**src/rtl/mp_filt_pkg.sv**
```systemverilog
package mp_filt_pkg;
  localparam int unsigned BYTE_W = 8;

  typedef enum logic [1:0] {
    MODE_SHIFT = 2'b00,
    MODE_8BIT  = 2'b01,
    MODE_9A    = 2'b10,
    MODE_9B    = 2'b11
  } rx_mode_e;

  typedef enum logic {
    SEL_ADDR = 1'b0,
    SEL_MASK = 1'b1
  } reg_sel_e;
endpackage

```
**src/rtl/mp_filt_regs.sv**
```systemverilog
module mp_filt_regs
  import mp_filt_pkg::*;
#(
  parameter int unsigned W = BYTE_W
) (
  input  logic         clk,
  input  logic         rst_n,
  input  logic         wr,
  input  logic         sel,
  input  logic [W-1:0] wdata,
  output logic [W-1:0] node_addr,
  output logic [W-1:0] bit_mask
);
  always_ff @(posedge clk or negedge rst_n) begin
    if (!rst_n) begin
      node_addr <= '0;
      bit_mask  <= '0;
    end else if (wr) begin
      if (sel == SEL_ADDR) node_addr <= wdata;
      else                 bit_mask  <= wdata;
    end
  end


  addr_write_chk: assert property (@(posedge clk) disable iff (!rst_n)
    (wr && sel == SEL_ADDR) |=> (node_addr == $past(wdata) && $stable(bit_mask)));

  mask_write_chk: assert property (@(posedge clk) disable iff (!rst_n)
    (wr && sel == SEL_MASK) |=> (bit_mask == $past(wdata) && $stable(node_addr)));
endmodule

```
**src/rtl/mp_filt_match.sv**
```systemverilog
module mp_filt_match
  import mp_filt_pkg::*;
#(
  parameter int unsigned W = BYTE_W
) (
  input  logic [W-1:0] rx_byte,
  input  logic [W-1:0] node_addr,
  input  logic [W-1:0] bit_mask,
  output logic         hit_directed,
  output logic         hit_bcast
);
  logic [W-1:0] dir_ok;
  logic [W-1:0] bc_ok;

  for (genvar i = 0; i < W; i++) begin : g_bit
    // directed: a masked-off bit is don't-care, an enabled bit must equal the stored bit
    assign dir_ok[i] = ~bit_mask[i] | ~(rx_byte[i] ^ node_addr[i]);
    // broadcast: a one in (addr | mask) demands a one in the byte
    assign bc_ok[i]  = ~(node_addr[i] | bit_mask[i]) | rx_byte[i];
  end

  assign hit_directed = &dir_ok;
  assign hit_bcast    = &bc_ok;
endmodule

```
**src/rtl/mp_addr_filter.sv**
```systemverilog
module mp_addr_filter
  import mp_filt_pkg::*;
#(
  parameter int unsigned W = BYTE_W
) (
  input  logic         clk,
  input  logic         rst_n,
  input  logic         reg_wr,
  input  logic         reg_sel,
  input  logic [W-1:0] reg_wdata,
  input  logic [1:0]   mode,
  input  logic         filt_en,
  input  logic         in_valid,
  output logic         in_ready,
  input  logic [W-1:0] in_data,
  input  logic         in_bit9,
  output logic         out_valid,
  input  logic         out_ready,
  output logic [W-1:0] out_data
);
  logic [W-1:0] node_addr;
  logic [W-1:0] bit_mask;
  logic         hit_directed;
  logic         hit_bcast;
  logic         pass;
  logic         take;
  rx_mode_e     md;

  assign md = rx_mode_e'(mode);

  mp_filt_regs #(.W(W)) u_regs (
    .clk      (clk),
    .rst_n    (rst_n),
    .wr       (reg_wr),
    .sel      (reg_sel),
    .wdata    (reg_wdata),
    .node_addr(node_addr),
    .bit_mask (bit_mask)
  );

  mp_filt_match #(.W(W)) u_match (
    .rx_byte     (in_data),
    .node_addr   (node_addr),
    .bit_mask    (bit_mask),
    .hit_directed(hit_directed),
    .hit_bcast   (hit_bcast)
  );

  always_comb begin
    if (md == MODE_SHIFT || !filt_en) pass = 1'b1;
    else pass = in_bit9 && (hit_directed || hit_bcast);
  end

  assign in_ready = !out_valid || out_ready;
  assign take     = in_valid && in_ready && pass;

  always_ff @(posedge clk or negedge rst_n) begin
    if (!rst_n) begin
      out_valid <= 1'b0;
      out_data  <= '0;
    end else if (take) begin
      out_valid <= 1'b1;
      out_data  <= in_data;
    end else if (out_ready) begin
      out_valid <= 1'b0;
    end
  end


  shift_mode_pass_chk: assert property (@(posedge clk) disable iff (!rst_n)
    (in_valid && in_ready && md == MODE_SHIFT) |=> (out_valid && out_data == $past(in_data)));

  data_frame_drop_chk: assert property (@(posedge clk) disable iff (!rst_n)
    (in_valid && in_ready && filt_en && md != MODE_SHIFT && !in_bit9) |=> !out_valid);

  hold_stable_chk: assert property (@(posedge clk) disable iff (!rst_n)
    (out_valid && !out_ready) |=> (out_valid && $stable(out_data)));

  no_redeliver_chk: assert property (@(posedge clk) disable iff (!rst_n)
    (out_valid && out_ready && !in_valid) |=> !out_valid);

  unfiltered_pass_chk: assert property (@(posedge clk) disable iff (!rst_n)
    (in_valid && in_ready && !filt_en) |=> (out_valid && out_data == $past(in_data)));
endmodule

```
**config.mk**
```make
export PLATFORM = sky130hd
export DESIGN_NAME = mp_addr_filter
export DESIGN_NICKNAME = d
export VERILOG_FILES = /design/src/rtl/mp_filt_pkg.sv /design/src/rtl/mp_filt_regs.sv /design/src/rtl/mp_filt_match.sv /design/src/rtl/mp_addr_filter.sv
export SDC_FILE = /design/constraint.sdc
export NUM_CORES = 1
export LEC_CHECK = 0
export CAP_MARGIN = 20
export CORE_MARGIN = 5
export CORE_UTILIZATION = 49
export CTS_BUF_LIST = sky130_fd_sc_hd__clkbuf_8
export CTS_CLUSTER_SIZE = 40
export DETAILED_ROUTE_END_ITERATION = 12
export PLACE_DENSITY_LB_ADDON = 0.25
export RECOVER_POWER = 50
export SLEW_MARGIN = 20
export SYNTH_ARGS = -nofsm -noshare
export SYNTH_HDL_FRONTEND = slang
export SYNTH_SLANG_ARGS = --single-unit
```
**constraint.sdc**
```tcl
create_clock -name clk -period 2.3 [get_ports clk]
set_input_delay 0.46 -clock clk [delete_from_list [all_inputs] [get_ports clk]]
set_output_delay 0.46 -clock clk [all_outputs]
set_load 0.01 [all_outputs]
```
==> impl_results.md <==
- Status: complete, no violations
- CTS Hold Bufs: 0
- Leakage power: between 0.0007 and 0.0008 uW
- Via count: between 1k and 1.5k
- Final WL: between 3 and 4 mm
- Max Freq: approximately 470 MHz
- Mean Syn Cell Area: between 10 and 15 um2
- CTS tree: yes
- Total Routing Usage GR: 0.173
- Synth warnings: 0
- Worst Skew: between 0.008 and 0.009 ns
- DIE AREA: around 3900 um2
- Syn Nets: 141
- Row count: 19
- # diodes: 0
- Die width: around 62 um
- Final net count: roughly 180
- CP Launch Type: input pin
- Hold Fails Final Rpt: 0
- Worst setup EP type: primary output
- Post-layout util: 0.659
- #FFs+latches synth: 25
- Clock latency on the worst-skew pair: 0.27 ns
- Total congestion overflow: 0
- Final setup viols: 0
- Slew @ Worst Pin: 1.41 ns
- Share of layout cells above drive strength 1: 0.221
- WHS: ~0.55 ns
- Crit path kind: in2out
- Port bufs: 35
- CTS Buf Count: 3
- Initial antenna violation count: 0
- Max Slew Vio Count: 0
- MaxCap Viol Count: 0
- Critical Path AT: between 1.5 and 2 ns
- Post-synthesis cell count: about 120
- CP max stage cell: clkdlybuf4s50_1
- Area of the core: 2690 um2
- Max_slew headroom: 0.0615
- Area of the multi-input gates: 673 um2
- Maximum VDD drop: approximately 650 uV
- Vias in the first global route: roughly 1.2k
- GPL Wtd Cong: around 0.73
- Die Ht: ~62 um
- Largest net degree at the start of global routing: 26
- Pwr/cell area: ~760 nW/um2
- Part of the Yosys area used for sequential elements: 0.469
- Setup TNS: 0 ns
- Post-CTS sizing: 0
- Yosys cell types: 22
- Slack of the worst reg-to-reg path: 0.68 ns
- Post-DP HPWL: ~2.4 mm
- Fin crit share: 0.923
- Unrepaired setup endpoints after global routing: no
- Mapped cell area: ~1300 um2
- DRC: 0
- Final worst path period need: approximately 2.1 ns
- Ports: 36
- CP required: between 1.5 and 2 ns
- CTS sink count: 25
- Initial DRT Pass Iterations: 4
- Clk pin slew, worst setup/hold paths: 0.08 ns
- Cell mode on critical path: clkdlybuf4s50_1
- Layout fillers: approximately 210
- Layout area overhead: 32.9%
- Antenna viol nets, final: 0
- Post-CTS Setup Bufs: 0
- Combined flip-flop and latch cell area: 626 um2
- Worst Hold Class: reg2reg
- Max stage delay on crit path: around 0.57 ns
- CP cell instances: clkdlybuf4s50_1 > nand2b_1 > clkdlybuf4s50_1
- First-pass GRT wire length: about 5.5 mm
- Crit path max fanout: 5
- Number of H-tree levels: 1
- Initial core utilization: 0.496
- Avg WL per Cell: roughly 17 um
- Root Buffer: clkbuf_8
- Iteration-0 DRC Markers: 67
- Vias per cell: roughly 6.1
- CTS max path bufs: 2
## worst max-delay path, delay by kind of cell
kind | cells | cell delay, ns
buffers and inverters | 2 | 1.02
and+or+nand+nor | 1 | 0.19
## through the flow
stage / power, uW / area [um2] / worst slack, ns / instances
floorplan: 866 / 1330 / 0.635 / 115
global placement: 1080 / 1730 / 0.122 / 181
detailed placement: 1100 / 1730 / 0.0942 / 181
CTS: 1370 / 1770 / 0.167 / 185
global route: 1440 / 1770 / 0.0832 / 185
finish: 1350 / 1770 / 0.177 / 185
## final cells by class
cell class                      count  area share
Sequential cell                    25       0.353
Tap cell                           31      0.0219
Timing Repair Buffer               40       0.217
Clock inverter                      1     0.00424
Multi-Input combinational cell     85       0.380
Clock buffer                        3      0.0233
## registers in the layout, summed over array words and instances, names as in the netlist
signal,count
u_regs.bit_mask,8
u_regs.node_addr,8
out_valid,1
out_data,8
## synth_stat cells
cell	n	area share
nand2b_1	1	0.0047
nor2b_1	1	0.0047
xor2_1	8	0.053
and2_4	1	0.0066
o211ai_1	1	0.0056
o22ai_1	2	0.0094
nor2_1	5	0.014
and3_1	2	0.0094
dfrtp_1	25	0.47
or3_1	1	0.0047
clkbuf_1	1	0.0028
a22oi_1	12	0.068
o211ai_2	9	0.085
nand4_1	9	0.042
mux2_2	16	0.14
buf_6	2	0.017
nand2_1	11	0.031
o21ai_0	1	0.0038
o21a_1	1	0.0056
buf_1	2	0.0056
o21bai_1	3	0.017
o2111ai_1	1	0.0066
## path summary, 6_finish.rpt
kind                                     start                  to  cells after the start
min in group asynchronous                rst_n         out_data[2]                      2
max in group asynchronous                rst_n  u_regs.bit_mask[4]                      2
max                                  out_ready            in_ready                      3
min                         u_regs.bit_mask[5]  u_regs.bit_mask[5]                      1
max reg2reg                u_regs.node_addr[1]         out_data[7]                      6
min reg2reg                 u_regs.bit_mask[5]  u_regs.bit_mask[5]                      1
## layer usage
| metal | share of wire | track usage | vias to the layer above |
|---|---|---|---|
| met5 | 0 | 0 | - |
| met4 | 0.0084 | 0.0488 | 0 |
| met3 | 0.067 | 0.0414 | 4 |
| met2 | 0.50 | 0.301 | 43 |
| met1 | 0.42 | 0.209 | 561 |
| li1 | - | - | 515 |
## kinds of logic (layout without fill, tap and decap cells)
group / after synthesis / count (layout) / synth area share
DFF: 25 / 25 / 0.469
muxes: 16 / 16 / 0.135
buffers and inverters: 5 / 44 / 0.0254
xor gates and xnor gates: 8 / 8 / 0.0526
AOI/OAI and AO/OA: 30 / 30 / 0.200
and+or+nand+nor: 31 / 31 / 0.117
## layout by cell type (no fill, tap or decap), drive strengths merged
cell,instances
xor2,8
o211ai,10
o2111ai,1
dlygate4sd3,2
nand4,9
nand2b,1
nor2,5
dfrtp,25
o21ai,1
and3,2
and2,1
o21bai,3
o22ai,2
clkdlybuf4s50,33
clkbuf,4
a22oi,12
or3,1
clkinvlp,1
buf,4
o21a,1
nand2,11
nor2b,1
mux2,16
## where the power goes
part | leakage (uW) | total [uW] | internal, uW | switching, uW
logic | 0.000406 | 469 | 268 | 201
registers | 0.000290 | 617 | 534 | 83.2
clock network | 0.0000217 | 267 | 123 | 144
total | 0.000718 | 1350 | 924 | 429
Power figures use the tool's default switching activity.
